File: src/rtl/lcdr_pkg.sv
package lcdr_pkg;
  localparam int unsigned NREG    = 6;
  localparam int unsigned IX_CTRL = 0;
  localparam int unsigned IX_TIM0 = 1;
  localparam int unsigned IX_TIM1 = 2;
  localparam int unsigned IX_TIM2 = 3;
  localparam int unsigned IX_STAT = 4;
  localparam int unsigned IX_SUBP = 5;

  localparam logic [31:0] CTRL_KEEP = 32'h01CF_F300;
  localparam logic [31:0] CTRL_ONES = 32'hFE00_0C34;
  localparam logic [31:0] TIM0_ONES = 32'h0000_000F;
  localparam logic [31:0] TIM2_ONES = 32'hFC00_0000;
  localparam logic [31:0] SUBP_KEEP = 32'hA1FF_FFFF;

  localparam logic [1:0]  PLM_PAL_ONLY = 2'd1;
endpackage

File: src/rtl/lcdr_decode.sv
module lcdr_decode #(
  parameter int unsigned ADDR_W = 8,
  parameter int unsigned NREG   = 6
) (
  input  logic [ADDR_W-1:0] addr_i,
  output logic [NREG-1:0]   sel_o,
  output logic              hit_o
);
  // word-aligned slot per register
  for (genvar g = 0; g < NREG; g++) begin : g_sel
    assign sel_o[g] = (addr_i == ADDR_W'(g * 4));
  end
  assign hit_o = |sel_o;
endmodule

File: src/rtl/lcdr_status.sv
module lcdr_status
  import lcdr_pkg::*;
(
  input  logic       clk_i,
  input  logic       rst_ni,
  input  logic       ctl_wr_i,
  input  logic       en_wr_i,
  input  logic [1:0] plm_wr_i,
  input  logic [1:0] mask_i,
  input  logic       fd_set_i,
  input  logic       pd_set_i,
  input  logic       se_set_i,
  output logic       en_o,
  output logic       fd_o,
  output logic       pd_o,
  output logic       se_o,
  output logic       irq_o,
  output logic       start_o,
  output logic       stop_o
);
  logic en_q, fd_q, pd_q, se_q, irq_q, start_q, stop_q;
  logic go, halt, fd_d, pd_d, se_d;

  assign go   = ctl_wr_i &  en_wr_i & ~en_q;
  assign halt = ctl_wr_i & ~en_wr_i &  en_q;

  // strobes win over clears in the same cycle
  always_comb begin
    fd_d = fd_q;
    pd_d = pd_q;
    se_d = se_q;
    if (go) begin
      fd_d = 1'b0;
      pd_d = 1'b0;
    end
    if (halt) begin
      se_d = 1'b0;
      if (plm_wr_i != PLM_PAL_ONLY) fd_d = 1'b1;
    end
    fd_d |= fd_set_i;
    pd_d |= pd_set_i;
    se_d |= se_set_i;
  end

  always_ff @(posedge clk_i or negedge rst_ni) begin
    if (!rst_ni) begin
      en_q    <= 1'b0;
      fd_q    <= 1'b0;
      pd_q    <= 1'b0;
      se_q    <= 1'b0;
      irq_q   <= 1'b0;
      start_q <= 1'b0;
      stop_q  <= 1'b0;
    end else begin
      if (ctl_wr_i) en_q <= en_wr_i;
      fd_q    <= fd_d;
      pd_q    <= pd_d;
      se_q    <= se_d;
      irq_q   <= (fd_q & mask_i[0]) | (pd_q & mask_i[1]) | se_q;
      start_q <= go;
      stop_q  <= halt;
    end
  end

  assign en_o    = en_q;
  assign fd_o    = fd_q;
  assign pd_o    = pd_q;
  assign se_o    = se_q;
  assign irq_o   = irq_q;
  assign start_o = start_q;
  assign stop_o  = stop_q;

  p_sync_unmasked_r8: assert property (@(posedge clk_i) disable iff (!rst_ni)
    se_q |=> irq_q);
  p_irq_has_src_r8: assert property (@(posedge clk_i) disable iff (!rst_ni)
    irq_q |-> $past(fd_q | pd_q | se_q));
  p_start_clears_r9: assert property (@(posedge clk_i) disable iff (!rst_ni)
    start_q |-> ((!fd_q || $past(fd_set_i)) && (!pd_q || $past(pd_set_i))));
  p_stop_clears_r10: assert property (@(posedge clk_i) disable iff (!rst_ni)
    stop_q |-> (!se_q || $past(se_set_i)));
endmodule

File: src/rtl/lcd_regbank.sv
module lcd_regbank
  import lcdr_pkg::*;
#(
  parameter int unsigned ADDR_W = 8,
  parameter int unsigned DIM_W  = 10
) (
  input  logic              clk_i,
  input  logic              rst_ni,
  input  logic              wr_en_i,
  input  logic              rd_en_i,
  input  logic [ADDR_W-1:0] addr_i,
  input  logic [31:0]       wdata_i,
  output logic [31:0]       rdata_o,
  output logic              bad_addr_o,
  input  logic              frame_done_i,
  input  logic              palette_done_i,
  input  logic              sync_err_i,
  output logic              irq_o,
  output logic              start_o,
  output logic              stop_o,
  output logic              enable_o,
  output logic [1:0]        plm_o,
  output logic              tft_o,
  output logic              mono_o,
  output logic [DIM_W:0]    width_o,
  output logic [DIM_W:0]    height_o
);
  localparam int unsigned TF_W = 32 - DIM_W;

  logic [NREG-1:0] sel;
  logic            hit;
  logic            wr_ctl;
  logic [1:0]      plm_q, mask_q;
  logic            tft_q, mono_q, bad_q;
  logic [31:0]     misc_q, tim2_q, subp_q;
  logic [TF_W-1:0] tim0_q, tim1_q;
  logic [DIM_W:0]  w_q, h_q;
  logic [DIM_W-1:0] wm1, hm1;
  logic            en, fd, pd, se;
  logic [31:0]     rd_val;

  lcdr_decode #(.ADDR_W(ADDR_W), .NREG(NREG)) u_dec (
    .addr_i (addr_i),
    .sel_o  (sel),
    .hit_o  (hit)
  );

  assign wr_ctl = wr_en_i & sel[IX_CTRL];

  lcdr_status u_stat (
    .clk_i    (clk_i),
    .rst_ni   (rst_ni),
    .ctl_wr_i (wr_ctl),
    .en_wr_i  (wdata_i[0]),
    .plm_wr_i (wdata_i[21:20]),
    .mask_i   (mask_q),
    .fd_set_i (frame_done_i),
    .pd_set_i (palette_done_i),
    .se_set_i (sync_err_i),
    .en_o     (en),
    .fd_o     (fd),
    .pd_o     (pd),
    .se_o     (se),
    .irq_o    (irq_o),
    .start_o  (start_o),
    .stop_o   (stop_o)
  );

  always_ff @(posedge clk_i or negedge rst_ni) begin
    if (!rst_ni) begin
      plm_q  <= '0;
      mask_q <= '0;
      tft_q  <= 1'b0;
      mono_q <= 1'b0;
      misc_q <= '0;
      tim0_q <= '0;
      tim1_q <= '0;
      tim2_q <= '0;
      subp_q <= '0;
      w_q    <= '0;
      h_q    <= '0;
      bad_q  <= 1'b0;
    end else begin
      bad_q <= (wr_en_i | rd_en_i) & ~hit;
      if (wr_ctl) begin
        plm_q  <= wdata_i[21:20];
        tft_q  <= wdata_i[7];
        mask_q <= wdata_i[4:3];
        mono_q <= wdata_i[1];
        misc_q <= wdata_i & CTRL_KEEP;
      end
      if (wr_en_i && sel[IX_TIM0]) begin
        tim0_q <= wdata_i[31:DIM_W];
        w_q    <= {1'b0, wdata_i[DIM_W-1:0]} + 1'b1;
      end
      if (wr_en_i && sel[IX_TIM1]) begin
        tim1_q <= wdata_i[31:DIM_W];
        h_q    <= {1'b0, wdata_i[DIM_W-1:0]} + 1'b1;
      end
      if (wr_en_i && sel[IX_TIM2]) tim2_q <= wdata_i;
      if (wr_en_i && sel[IX_SUBP]) subp_q <= wdata_i & SUBP_KEEP;
    end
  end

  // low bits of (size - 1); reset value reads as all ones
  assign wm1 = w_q[DIM_W-1:0] - 1'b1;
  assign hm1 = h_q[DIM_W-1:0] - 1'b1;

  always_comb begin
    rd_val = '0;
    if (sel[IX_CTRL])
      rd_val = (32'(tft_q) << 23) | (32'(plm_q) << 20) | (32'(tft_q) << 7)
             | (32'(mask_q) << 3) | (32'(mono_q) << 1) | 32'(en)
             | misc_q | CTRL_ONES;
    else if (sel[IX_TIM0]) rd_val = {tim0_q, wm1} | TIM0_ONES;
    else if (sel[IX_TIM1]) rd_val = {tim1_q, hm1};
    else if (sel[IX_TIM2]) rd_val = tim2_q | TIM2_ONES;
    else if (sel[IX_STAT]) rd_val = (32'(pd) << 6) | (32'(se) << 2) | 32'(fd);
    else if (sel[IX_SUBP]) rd_val = subp_q;
  end

  assign rdata_o    = rd_en_i ? rd_val : '0;
  assign bad_addr_o = bad_q;
  assign enable_o   = en;
  assign plm_o      = plm_q;
  assign tft_o      = tft_q;
  assign mono_o     = mono_q;
  assign width_o    = w_q;
  assign height_o   = h_q;

  p_bad_after_miss_r6: assert property (@(posedge clk_i) disable iff (!rst_ni)
    bad_addr_o |-> $past((wr_en_i | rd_en_i) & ~hit));
  p_stat_wr_ignored_r5: assert property (@(posedge clk_i) disable iff (!rst_ni)
    (wr_en_i && sel[IX_STAT] && !frame_done_i && !palette_done_i && !sync_err_i)
      |=> $stable({fd, pd, se}));
  p_pulse_on_change_r11: assert property (@(posedge clk_i) disable iff (!rst_ni)
    (start_o || stop_o) |-> $past(wr_ctl) && (en != $past(en)));
endmodule

File: config.mk
export PLATFORM = sky130hd
export DESIGN_NAME = lcd_regbank
export DESIGN_NICKNAME = d
export VERILOG_FILES = /design/src/rtl/lcdr_pkg.sv /design/src/rtl/lcdr_decode.sv /design/src/rtl/lcdr_status.sv /design/src/rtl/lcd_regbank.sv
export SDC_FILE = /design/constraint.sdc
export NUM_CORES = 1
export LEC_CHECK = 0
export BUFFER_PORTS_ARGS = -buffer_cell sky130_fd_sc_hd__buf_2
export CAP_MARGIN = 10
export CORE_ASPECT_RATIO = 1.4
export CORE_UTILIZATION = 40
export DETAILED_ROUTE_END_ITERATION = 10
export GPL_TIMING_DRIVEN = 0
export HOLD_SLACK_MARGIN = 0.12
export PLACE_DENSITY_LB_ADDON = 0.08
export SLEW_MARGIN = 0
export SYNTH_ARGS = -nofsm -noshare
export SYNTH_HDL_FRONTEND = slang
export SYNTH_SLANG_ARGS = --single-unit
export TNS_END_PERCENT = 50
File: constraint.sdc
create_clock -name clk_i -period 2.4 [get_ports clk_i]
set_input_delay 0.12 -clock clk_i [delete_from_list [all_inputs] [get_ports clk_i]]
set_output_delay 0.12 -clock clk_i [all_outputs]
set_load 0.01 [all_outputs]
Word-level counts from Yosys, hierarchy flattened
Index checks and enable logic that the tools add are counted.
Operators by class
  add/sub/neg operators: 3
  equal/unequal tests: 6
  mux-type cells: 12
  bitwise logic cells: 25
  reductions and logical operators: 6
Operators by type and width (number)
  2-to-1 mux 32 bit: 7
  OR 24 x 25 -> 25 bit: 1
  OR 24 x 1 -> 24 bit: 1
  OR 24 x 2 -> 24 bit: 1
  OR 24 x 22 -> 24 bit: 1
  OR 24 x 5 -> 24 bit: 1
  OR 24 x 8 -> 24 bit: 1
  subtractor 10 x 1 -> 10 bit (second input constant): 2
  equality test 8 x 4 -> 1 bit (second input constant): 2
  equality test 8 x 5 -> 1 bit (second input constant): 2
  adder 10 x 1 -> 11 bit (second input constant): 1
  AND 1 bit: 8
  equality test 8 x 3 -> 1 bit (second input constant): 1
  zero test 8 bit: 1
  OR 7 x 1 -> 7 bit: 1
  OR 7 x 3 -> 7 bit: 1
  OR 1 bit: 6
  OR reduction 6 bit: 1
  2-to-1 mux 1 bit: 5
  logical AND 1 bit: 4
  NOT 1 bit: 3
  != test 2 x 1 -> 1 bit (second input constant): 1
Storage, ports and cells
  bits in registers: 146
  bits of input ports: 47
  output and inout port bits: 63
  word-level logic and storage cells: 71

Longest topological paths before layout
Gate-level depths: netlist of the first run.
  word-level depth: 8
  depth in mapped cells: 8
  depth with buffers taken out: 7

Modules after synthesis
A second synthesis of the first run with hierarchy kept.
Unflattened totals
  cell total of the unflattened synthesis: 570
  area, all modules: 6829.0 µm²
By module, submodules not included
  lcd_regbank: times used 1, cells each 537, area an instance 6482.5 µm², seq. area each 3478.3 µm²
  lcdr_status: times used 1, cells each 20, area an instance 261.5 µm², seq. area each 175.2 µm²
  lcdr_decode: times used 1, cells each 13, area an instance 85.1 µm², seq. area each 0.0 µm²

Least setup slack after synthesis of the first run
OpenSTA, ideal clock, no wires.
  kind: register -> output
  start: register w_q[3], in the netlist width_o[3]
  end: output port rdata_o[8]
  arrival time: 1.919 ns
  required time: 2.280 ns
  setup slack: 0.361 ns
  stages on the path, launching flop included: 7
  buffers on the path: 1
  cells stage by stage: dfrtp_1 -> or4_1 -> clkbuf_1 -> nor3_1 -> nor2_1 -> a22o_1 -> nor3_1
Between the ends
  longest elaborated chain between the ends: 4
RTL lines
  start, declared: line lcd_regbank.sv:37  | logic [DIM_W:0] w_q, h_q;
  start signal, assigned: line lcd_regbank.sv:94  | w_q <= {1'b0, wdata_i[DIM_W-1:0]} + 1'b1;
  subtractor 10 x 1 -> 10 bit: line lcd_regbank.sv:106  | assign wm1 = w_q[DIM_W-1:0] - 1'b1;
  2-to-1 mux 32 bit: line lcd_regbank.sv:115  | else if (sel[IX_TIM0]) rd_val = {tim0_q, wm1} | TIM0_ONES;
  2-to-1 mux 32 bit: line lcd_regbank.sv:111  | if (sel[IX_CTRL])
  2-to-1 mux 32 bit: line lcd_regbank.sv:122  | assign rdata_o = rd_en_i ? rd_val : '0;
  end, declared: line lcd_regbank.sv:13  | output logic [31:0] rdata_o,
Every way passes these cells.

Worst setup path after layout of the first run
  start: register w_q[3], in the netlist width_o[3]
  end: output port rdata_o[6]
The elaborated chain is that of the path after synthesis.

==> results of run 1 <==
==> cells by family after synthesis <==
kind of cell | share of synthesized area, %
adder cells (fa/ha/maj) | 0.347
AO/OA/AOI/OAI | 13.3
multiplexers | 20.0
AND/OR/NAND/NOR | 9.02
XOR/XNOR | 2.31
buffers and inverters | 4.35
flip-flops | 50.7
==> where the power goes <==
group / switching (mW) / internal, mW / total (mW)
Clock: 1.04 / 1.77 / 2.81
Sequential: 0.0781 / 2.57 / 2.65
Combinational: 0.333 / 0.289 / 0.622
==> per-stage QoR <==
stage	std cells	hold WS, ps	setup slack (ps)	utilization, %	power [mW]
after CTS	1039	128	-97.1	52.3	6.12
after global placement	970	340	-881	46.1	3.21
final	1044	136	-127	52.6	6.08
after global routing	1043	127	-140	52.6	6.31
after floorplan	626	-176	361	-	2.98
after detailed placement	971	93.6	-289	46.3	3.24
==> registers in the layout (all words and copies together) (netlist names), 2 cells and up <==
register	count
width_o	11
tim2_q	26
mask_q	2
plm_o	2
subp_q	27
tim0_q	22
height_o	11
misc_q	13
tim1_q	22
==> layout make-up <==
| class | count | area, µm² | share of cell area, % |
|---|---|---|---|
| clock inverter | 8 | 124 | 1.35 |
| timing repair buffer | 150 | 970 | 10.6 |
| tap | 236 | 295 | 3.21 |
| antenna | 1 | 2.50 | 0.0272 |
| multi-input combinational | 414 | 3310 | 36.1 |
| clock buffer | 24 | 502 | 5.46 |
| inverter | 23 | 86.3 | 0.940 |
| buffer | 42 | 238 | 2.59 |
| sequential | 146 | 3660 | 39.8 |
==> layer usage <==
metal  wire length, µm  share of wire [%]  up-vias
met5                 0                  0        -
met4               470                2.1        0
met3              1030                4.7       29
met2             11100                 50      155
met1              9410                 43     2878
li1                  -                  -     2596
==> worst max-delay path, cell delays in order (launching register included) <==
cell and delay [ps]:
dfrtp_1 380, or4_4 600, or3_4 360, xor2_1 160, o32ai_1 280, buf_2 200
==> what timing repair did <==
| action | in CTS | in global routing |
|---|---|---|
| endpoints found under the hold margin | 171 | 0 |
| buffers inserted | 2 | 4 |
| hold buffers | 35 | 0 |
| cloned | 0 | 0 |
| setup endpoints to repair | 20 | 13 |
| gates resized for setup | 19 | 6 |
| pin swaps | 3 | 2 |
==> cells in the final DEF (no fill, tap or decap), drive strengths merged, types with 3 or more instances in the layout <==
cell type      n
dfrtp        146
buf          129
mux2         116
clkbuf        52
a21oi         47
o21ai         46
nand2         41
dlygate4sd3   35
nor2          26
inv           23
nand2b        19
a32oi         16
o221a         13
xor2          13
nor3           7
o22ai          6
mux2i          6
xnor2          6
a31oi          5
nand3          5
or4            5
o21a           4
bufinv         3
or2            3
or3            3
clkinv         3
==> path summary, 6_finish.rpt <==
kind,from,end,slack (ps)
max,width_o[3]$_DFFE_PN0P_,rdata_o[6],-130
min,wdata_i[0],width_o[1]$_DFFE_PN0P_,140
min reg2reg,height_o[10]$_DFFE_PN0P_,height_o[10]$_DFFE_PN0P_,470
min in group asynchronous,rst_ni,subp_q[1]$_DFFE_PN0P_,200
max reg2reg,u_stat.en_o$_DFFE_PN0N_,u_stat.pd_o$_DFF_PN0_,1060
max in group asynchronous,rst_ni,subp_q[21]$_DFFE_PN0P_,1330
==> results.cfg, run 1 <==
[floorplan]
die_w_um = 115
die_y_um = 161
rows = 57
start_util_pct = 41.3
io_pins = 110
dieArea_um2 = 18600
coreArea_um2 = 17500

[timing]
fin_skew_ps = 7.12
rsz0062_at_grt = true
fmax_mhz = 396
finalSetupViolCount = 5
fin_crit_sh_pct = 105
postLayoutSetupSlackWorst_ps = -127
final.setup.tns_ps = -258
period_minus_slack_ps = 2530
slew_viol_final = 0
tightestPinTransition_ps = 897
hold_viol = 0
maxSlewHeadroom_pct = 40.2

[clock_tree]
cts_max_level = 4
cts_sinks = 146
clock_latency_ps = 430
cts_root_buffer = clkbuf_16
cts_buffers = 17
cts_buffer_depth = 2
clk_pin_slew_ps = 60
cts_tree = built

[grt]
grt_use_total_pct = 25.2
grt.overflow.total = 0
grt_use_met2_pct = 42.1
busiest_layer = met2
antenna_found_initial = 0
gr-usage-met1_pct = 32.1
grt_pass1_vias = 5884
grt_max_degree = 101
use_met3_pct = 4.91
grt_pass1_wl_um = 34100

[routing]
ant_nets = 0
drc_errors = 0
dr_total_vias = 5658
firstDrtPassIters = 5
wl_um = 22000
wl_per_cell_um = 21.0
drtIter0Drc = 351
via_per_inst = 5.42

[synthesis]
synth_edf_count = 0
synthFlopType = dfrtp_1
synth_area_leader_cell = dfrtp_1
syn_nets = 675
synth_area_per_cell_um2 = 11.5
ys_async_sr_fraction_pct = 100
ys_types = 56
ys_warn_count = 0
synth_cells = 626
yosys.area.top_type_share_pct = 50.7
synth.top_cells.by_area = dfrtp_1 51%, mux2_2 14%, mux2_4 4.2%, a21oi_1 3.3%, o21ai_0 3.2%
synthTopCellsByCount = 146 x dfrtp_1, 92 x mux2_2, 47 x a21oi_1
ys_seq_area_share_pct = 50.7
synth-seq-cells = 146
synthesis.area_um2 = 7210
yosysMostFrequentCell = dfrtp_1

[pwr]
vdd_ir_drop_max_uv = 433
p_per_area_nw_per_um2 = 662
p_leak_nw = 4.52

[worst_hold_path]
hold_path_class = input pin to flip-flop
hold_depth = 3

[placed_design]
port_buffers = 108
globalplace.congestion = 0.860
placed_area_um2 = 8080
dpl.hpwl_um = 15200

[finish]
finish.instance_area_um2 = 9190
nets = 843
nFillCells = 1570
drive_above_1_share_pct = 39.0
syn2layout_area_growth_pct = 27.4

[setup_path]
cp_data_arrival_time_ps = 2410
critical_path_class = flip-flop to output port
r2r_cells = 2
worst-path-max-fanout = 5
crit_required_ps = 2280
critPathLaunchType = flip-flop
end_kind = output port

[flow_run]
maxCapViolCount = 0

[run_status]
outcome = finished with violations
violations = setup timing
Note: power is estimated with default switching activity, not from simulation.
==> inputs of run 2 (changes only) <==
==> constraint.sdc (replaced) <==
create_clock -name clk_i -period 2.4 [get_ports clk_i]
set_input_delay 0.24 -clock clk_i [delete_from_list [all_inputs] [get_ports clk_i]]
set_output_delay 0.24 -clock clk_i [all_outputs]
set_load 0.01 [all_outputs]
==> results.cfg, run 2 (synthesis results as in run 1) <==
[clock_tree]
cts_buffer_depth = 2
clock_latency_ps = 430
clk_pin_slew_ps = 60
cts_sinks = 146
cts_tree = built
cts_buffers = 17
cts_max_level = 4
cts_root_buffer = clkbuf_16

[floorplan]
coreArea_um2 = 17500
dieArea_um2 = 18600
die_y_um = 161
io_pins = 110
start_util_pct = 41.3
rows = 57
die_w_um = 115

[finish]
largest_registers = subp_q (27), tim2_q (26)
syn2layout_area_growth_pct = 29.5
drive_above_1_share_pct = 42.6
layout_commonest_cell = dfrtp_1
largest_register_ff_count = 27
final_cell_mix = 142 x dfrtp_1, 115 x buf_2, 92 x mux2_2
nFillCells = 1561
diodes = 0
regMostFlops = subp_q
nets = 851

[setup_path]
critical_path_class = flip-flop to output port
slowest_stage = or4_4
cp_data_arrival_time_ps = 2360
slowest_delay_ps = 570
end_kind = output port
cp_cell_sequence = or4_4 -> or3_4 -> xor2_1 -> o32ai_1 -> buf_2
critPathLaunchType = flip-flop
worst-path-max-fanout = 4
crit_required_ps = 2160

[pwr]
p_leak_nw = 4.64
vdd_ir_drop_max_uv = 426
p_per_area_nw_per_um2 = 654

[run_status]
violations = setup timing
outcome = finished with violations

[grt]
grt_pass1_wl_um = 34700
grt_use_total_pct = 25.6
grt_max_degree = 101
grt_pass1_vias = 5988
grt.overflow.total = 0
antenna_found_initial = 0

[routing]
firstDrtPassIters = 4
dr_total_vias = 5773
wl_per_cell_um = 21.2
drc_errors = 0
ant_nets = 0
drtIter0Drc = 328
wl_um = 22300
via_per_inst = 5.49

[timing]
postLayoutSetupSlackWorst_ps = -200
slew_viol_final = 0
finalSetupViolCount = 5
hold_viol = 0
holdWs_ps = 133
maxSlewHeadroom_pct = 41.9
tightestPinTransition_ps = 871
final.setup.tns_ps = -881
fin_skew_ps = 6.93
rsz0062_at_grt = true
period_minus_slack_ps = 2600
fin_crit_sh_pct = 108
fmax_mhz = 385

[placed_design]
port_buffers = 108
globalplace.congestion = 0.860
dpl.hpwl_um = 15200

[flow_run]
maxCapViolCount = 0

[worst_hold_path]
hold_path_class = input pin to flip-flop
[run 2: worst paths after layout]
| kind | start | to | slack (ps) | cells after the start |
|---|---|---|---|---|
| worst max register to register | u_stat.en_o$_DFFE_PN0N_ | u_stat.pd_o$_DFF_PN0_ | 1090 | 2 |
| worst min-delay path | wdata_i[5] | tim2_q[5]$_DFFE_PN0P_ | 130 | 2 |
| worst max-delay path | width_o[0]$_DFFE_PN0P_ | rdata_o[6] | -200 | 5 |
| worst min register to register | height_o[10]$_DFFE_PN0P_ | height_o[10]$_DFFE_PN0P_ | 470 | 2 |
| min in group asynchronous | rst_ni | subp_q[1]$_DFFE_PN0P_ | 320 | 2 |
| max in group asynchronous | rst_ni | subp_q[21]$_DFFE_PN0P_ | 1200 | 3 |
[run 2: metal layers]
layer | vias to the layer above | global-route usage, % | part of all wire [%]
met5 | - | 0 | 0
met3 | 31 | 5.13 | 4.3
met4 | 0 | 9.98 | 2.5
li1 | 2608 | - | -
met1 | 2979 | 32.8 | 44
met2 | 155 | 42.2 | 50
[run 2: what timing repair did]
action / CTS / global route
endpoints found under the hold margin: 125 / 0
gates resized for setup: 49 / 9
gates cloned: 1 / 0
pin swaps: 13 / 10
hold buffers: 25 / 0
setup endpoints to repair: 31 / 22
setup buffers: 19 / 6
[run 2: power breakdown]
group | leakage, nW | switching [mW] | internal, mW
clock | 0.302 | 1.03 | 1.77
sequential | 1.98 | 0.0718 | 2.57
combinational | 2.35 | 0.349 | 0.309
[run 2: critical path: cells and delay by family, from the launching register on]
family                    cells  cell delay [ps]
DFF                           1              400
buffers and inverters         1              200
and+or+nand+nor               2              920
AOI/OAI and AO/OA             1              260
xor gates and xnor gates      1              160
[run 2: final cells by class]
type / count / area, µm² / area share [%]
Buffer: 40 / 288 / 3.08
Timing Repair Buffer: 160 / 1040 / 11.1
Sequential cell: 146 / 3660 / 39.2
Clock buffer: 24 / 502 / 5.37
Multi-Input combinational cell: 414 / 3350 / 35.8
Clock inverter: 8 / 124 / 1.33
Tap cell: 236 / 295 / 3.16
Inverter: 23 / 86.3 / 0.924
[run 2: through the flow]
| stage | instances | util, % | total power [mW] | cell area, µm² | worst slack [ps] |
|---|---|---|---|---|---|
| after global placement | 970 | 46.1 | 3.21 | 8050 | -1000 |
| after floorplan | 626 | - | 2.98 | 7210 | 241 |
| after global routing | 1051 | 53.5 | 6.34 | 9340 | -246 |
| final | 1051 | 53.5 | 6.11 | 9340 | -200 |
| after detailed placement | 971 | 46.3 | 3.24 | 8080 | -529 |
| after CTS | 1045 | 53.1 | 6.14 | 9280 | -203 |
==> inputs of run 3 (changes only) <==
--- a/config.mk
+++ b/config.mk
@@ -9,6 +9,7 @@
 export CAP_MARGIN = 10
 export CORE_ASPECT_RATIO = 1.4
 export CORE_UTILIZATION = 40
+export CTS_BUF_LIST = sky130_fd_sc_hd__clkbuf_8 sky130_fd_sc_hd__clkbuf_16
 export DETAILED_ROUTE_END_ITERATION = 10
 export GPL_TIMING_DRIVEN = 0
 export HOLD_SLACK_MARGIN = 0.12
==> results.cfg, run 3 (synthesis results as in run 1) <==
[run_status]
outcome = finished with violations
violations = setup timing

[timing]
fmax_mhz = 385
holdWs_ps = 132
period_minus_slack_ps = 2600
rsz0062_at_grt = true
slew_viol_final = 0
finalSetupViolCount = 5
maxSlewHeadroom_pct = 41.9
fin_crit_sh_pct = 108
tightestPinTransition_ps = 872
postLayoutSetupSlackWorst_ps = -198
hold_viol = 0
final.setup.tns_ps = -884
fin_skew_ps = 6.93

[routing]
wl_um = 22300
drtIter0Drc = 329
wl_per_cell_um = 21.2
firstDrtPassIters = 4
dr_total_vias = 5779
ant_nets = 0
drc_errors = 0
via_per_inst = 5.50

[setup_path]
slowest_delay_ps = 570
slowest_stage = or4_4
cp_cell_sequence = or4_4 -> or3_4 -> xor2_1 -> o32ai_1 -> buf_2
cp_data_arrival_time_ps = 2360
worst-path-max-fanout = 4
critPathLaunchType = flip-flop
critical_path_class = flip-flop to output port
end_kind = output port
crit_required_ps = 2160

[finish]
final_cell_mix = 142 x dfrtp_1, 115 x buf_2, 92 x mux2_2
nets = 851
seq_area_um2 = 3660
regMostFlops = subp_q
diodes = 0
nFillCells = 1561
multi_input_area_um2 = 3350
largest_registers = subp_q (27), tim2_q (26)
drive_above_1_share_pct = 42.6
largest_register_ff_count = 27
layout_commonest_cell = dfrtp_1
syn2layout_area_growth_pct = 29.5

[pwr]
p_per_area_nw_per_um2 = 653
p_int_mw = 4.65
power_mw = 6.10
pwr-share-comb_pct = 10.8
vdd_ir_drop_max_uv = 428
power_frac_seq_pct = 43.4
p_leak_nw = 4.65
power.switching_mw = 1.46
swShare_pct = 23.9
p_clk_share_pct = 45.9

[floorplan]
io_pins = 110
die_y_um = 161
dieArea_um2 = 18600
coreArea_um2 = 17500
rows = 57
die_w_um = 115
start_util_pct = 41.3

[grt]
grt_use_total_pct = 25.6
grt_pass1_vias = 5988
antenna_found_initial = 0
grt_pass1_wl_um = 34700
grt_max_degree = 101
grt.overflow.total = 0

[worst_hold_path]
hold_path_class = input pin to flip-flop

[clock_tree]
cts_tree = built
cts_buffers = 17
clock_latency_ps = 430
cts_max_level = 4
cts_buffer_depth = 2
cts_sinks = 146
cts_root_buffer = clkbuf_16
clk_pin_slew_ps = 60

[placed_design]
dpl.hpwl_um = 15200
preCtsSetupSlack_ps = -529
globalplace.congestion = 0.860
port_buffers = 108

[flow_run]
maxCapViolCount = 0
## run 3: metal layers
layer | global-route usage [%] | part of all wire, %
met5 | 0 | 0
met4 | 9.98 | 2.6
met2 | 42.2 | 49
met1 | 32.8 | 44
met3 | 5.13 | 4.4
## run 3: critical path, delay by kind of cell, from the launching register on
family	cells	cell delay [ps]
buffers and inverters	1	200
AND/OR/NAND/NOR	2	920
flip-flops	1	400
AO/OA/AOI/OAI	1	250
XOR/XNOR	1	160
## run 3: power by group through the flow
stage	Combinational (mW)	Clock, mW	Sequential, mW
floorplan	0.302	0	2.68
global placement	0.531	0	2.68
detailed placement	0.548	0	2.69
CTS	0.648	2.84	2.64
global route	0.720	2.95	2.66
finish	0.658	2.80	2.65
## run 3: area by class of cell
| type | count | area share (%) |
|---|---|---|
| plain buffers | 40 | 3.08 |
| clock buffers | 22 | 5.29 |
| clock inverters | 10 | 1.41 |
| inverters | 23 | 0.924 |
| multi-input cells | 414 | 35.8 |
| flip-flops and latches | 146 | 39.2 |
| well taps | 236 | 3.16 |
| repair buffers | 160 | 11.1 |
## run 3: final timing paths
| kind | cells after the start | endpoint | from | slack, ps |
|---|---|---|---|---|
| worst min register to register | 2 | height_o[10]$_DFFE_PN0P_ | height_o[10]$_DFFE_PN0P_ | 470 |
| worst max-delay path | 5 | rdata_o[6] | width_o[0]$_DFFE_PN0P_ | -200 |
| worst max register to register | 2 | u_stat.pd_o$_DFF_PN0_ | u_stat.en_o$_DFFE_PN0N_ | 1090 |
| max in group asynchronous | 3 | subp_q[21]$_DFFE_PN0P_ | rst_ni | 1200 |
| worst min-delay path | 2 | tim2_q[5]$_DFFE_PN0P_ | wdata_i[5] | 130 |
| min in group asynchronous | 2 | subp_q[1]$_DFFE_PN0P_ | rst_ni | 320 |
## run 3: metrics by stage
stage               cell area, µm²  utilization [%]  std cells
finish                        9340             53.5       1051
global route                  9340             53.5       1051
CTS                           9280             53.1       1045
detailed placement            8080             46.3        971
global placement              8050             46.1        970
floorplan                     7210                -        626
## run 3: what timing repair did
action | CTS | global route
cloned | 1 | 0
endpoints found under the hold margin | 125 | 0
setup buffers | 19 | 6
pin swaps | 13 | 10
endpoints found under the setup margin | 31 | 22
hold buffers | 25 | 0
gates resized for setup | 49 | 9
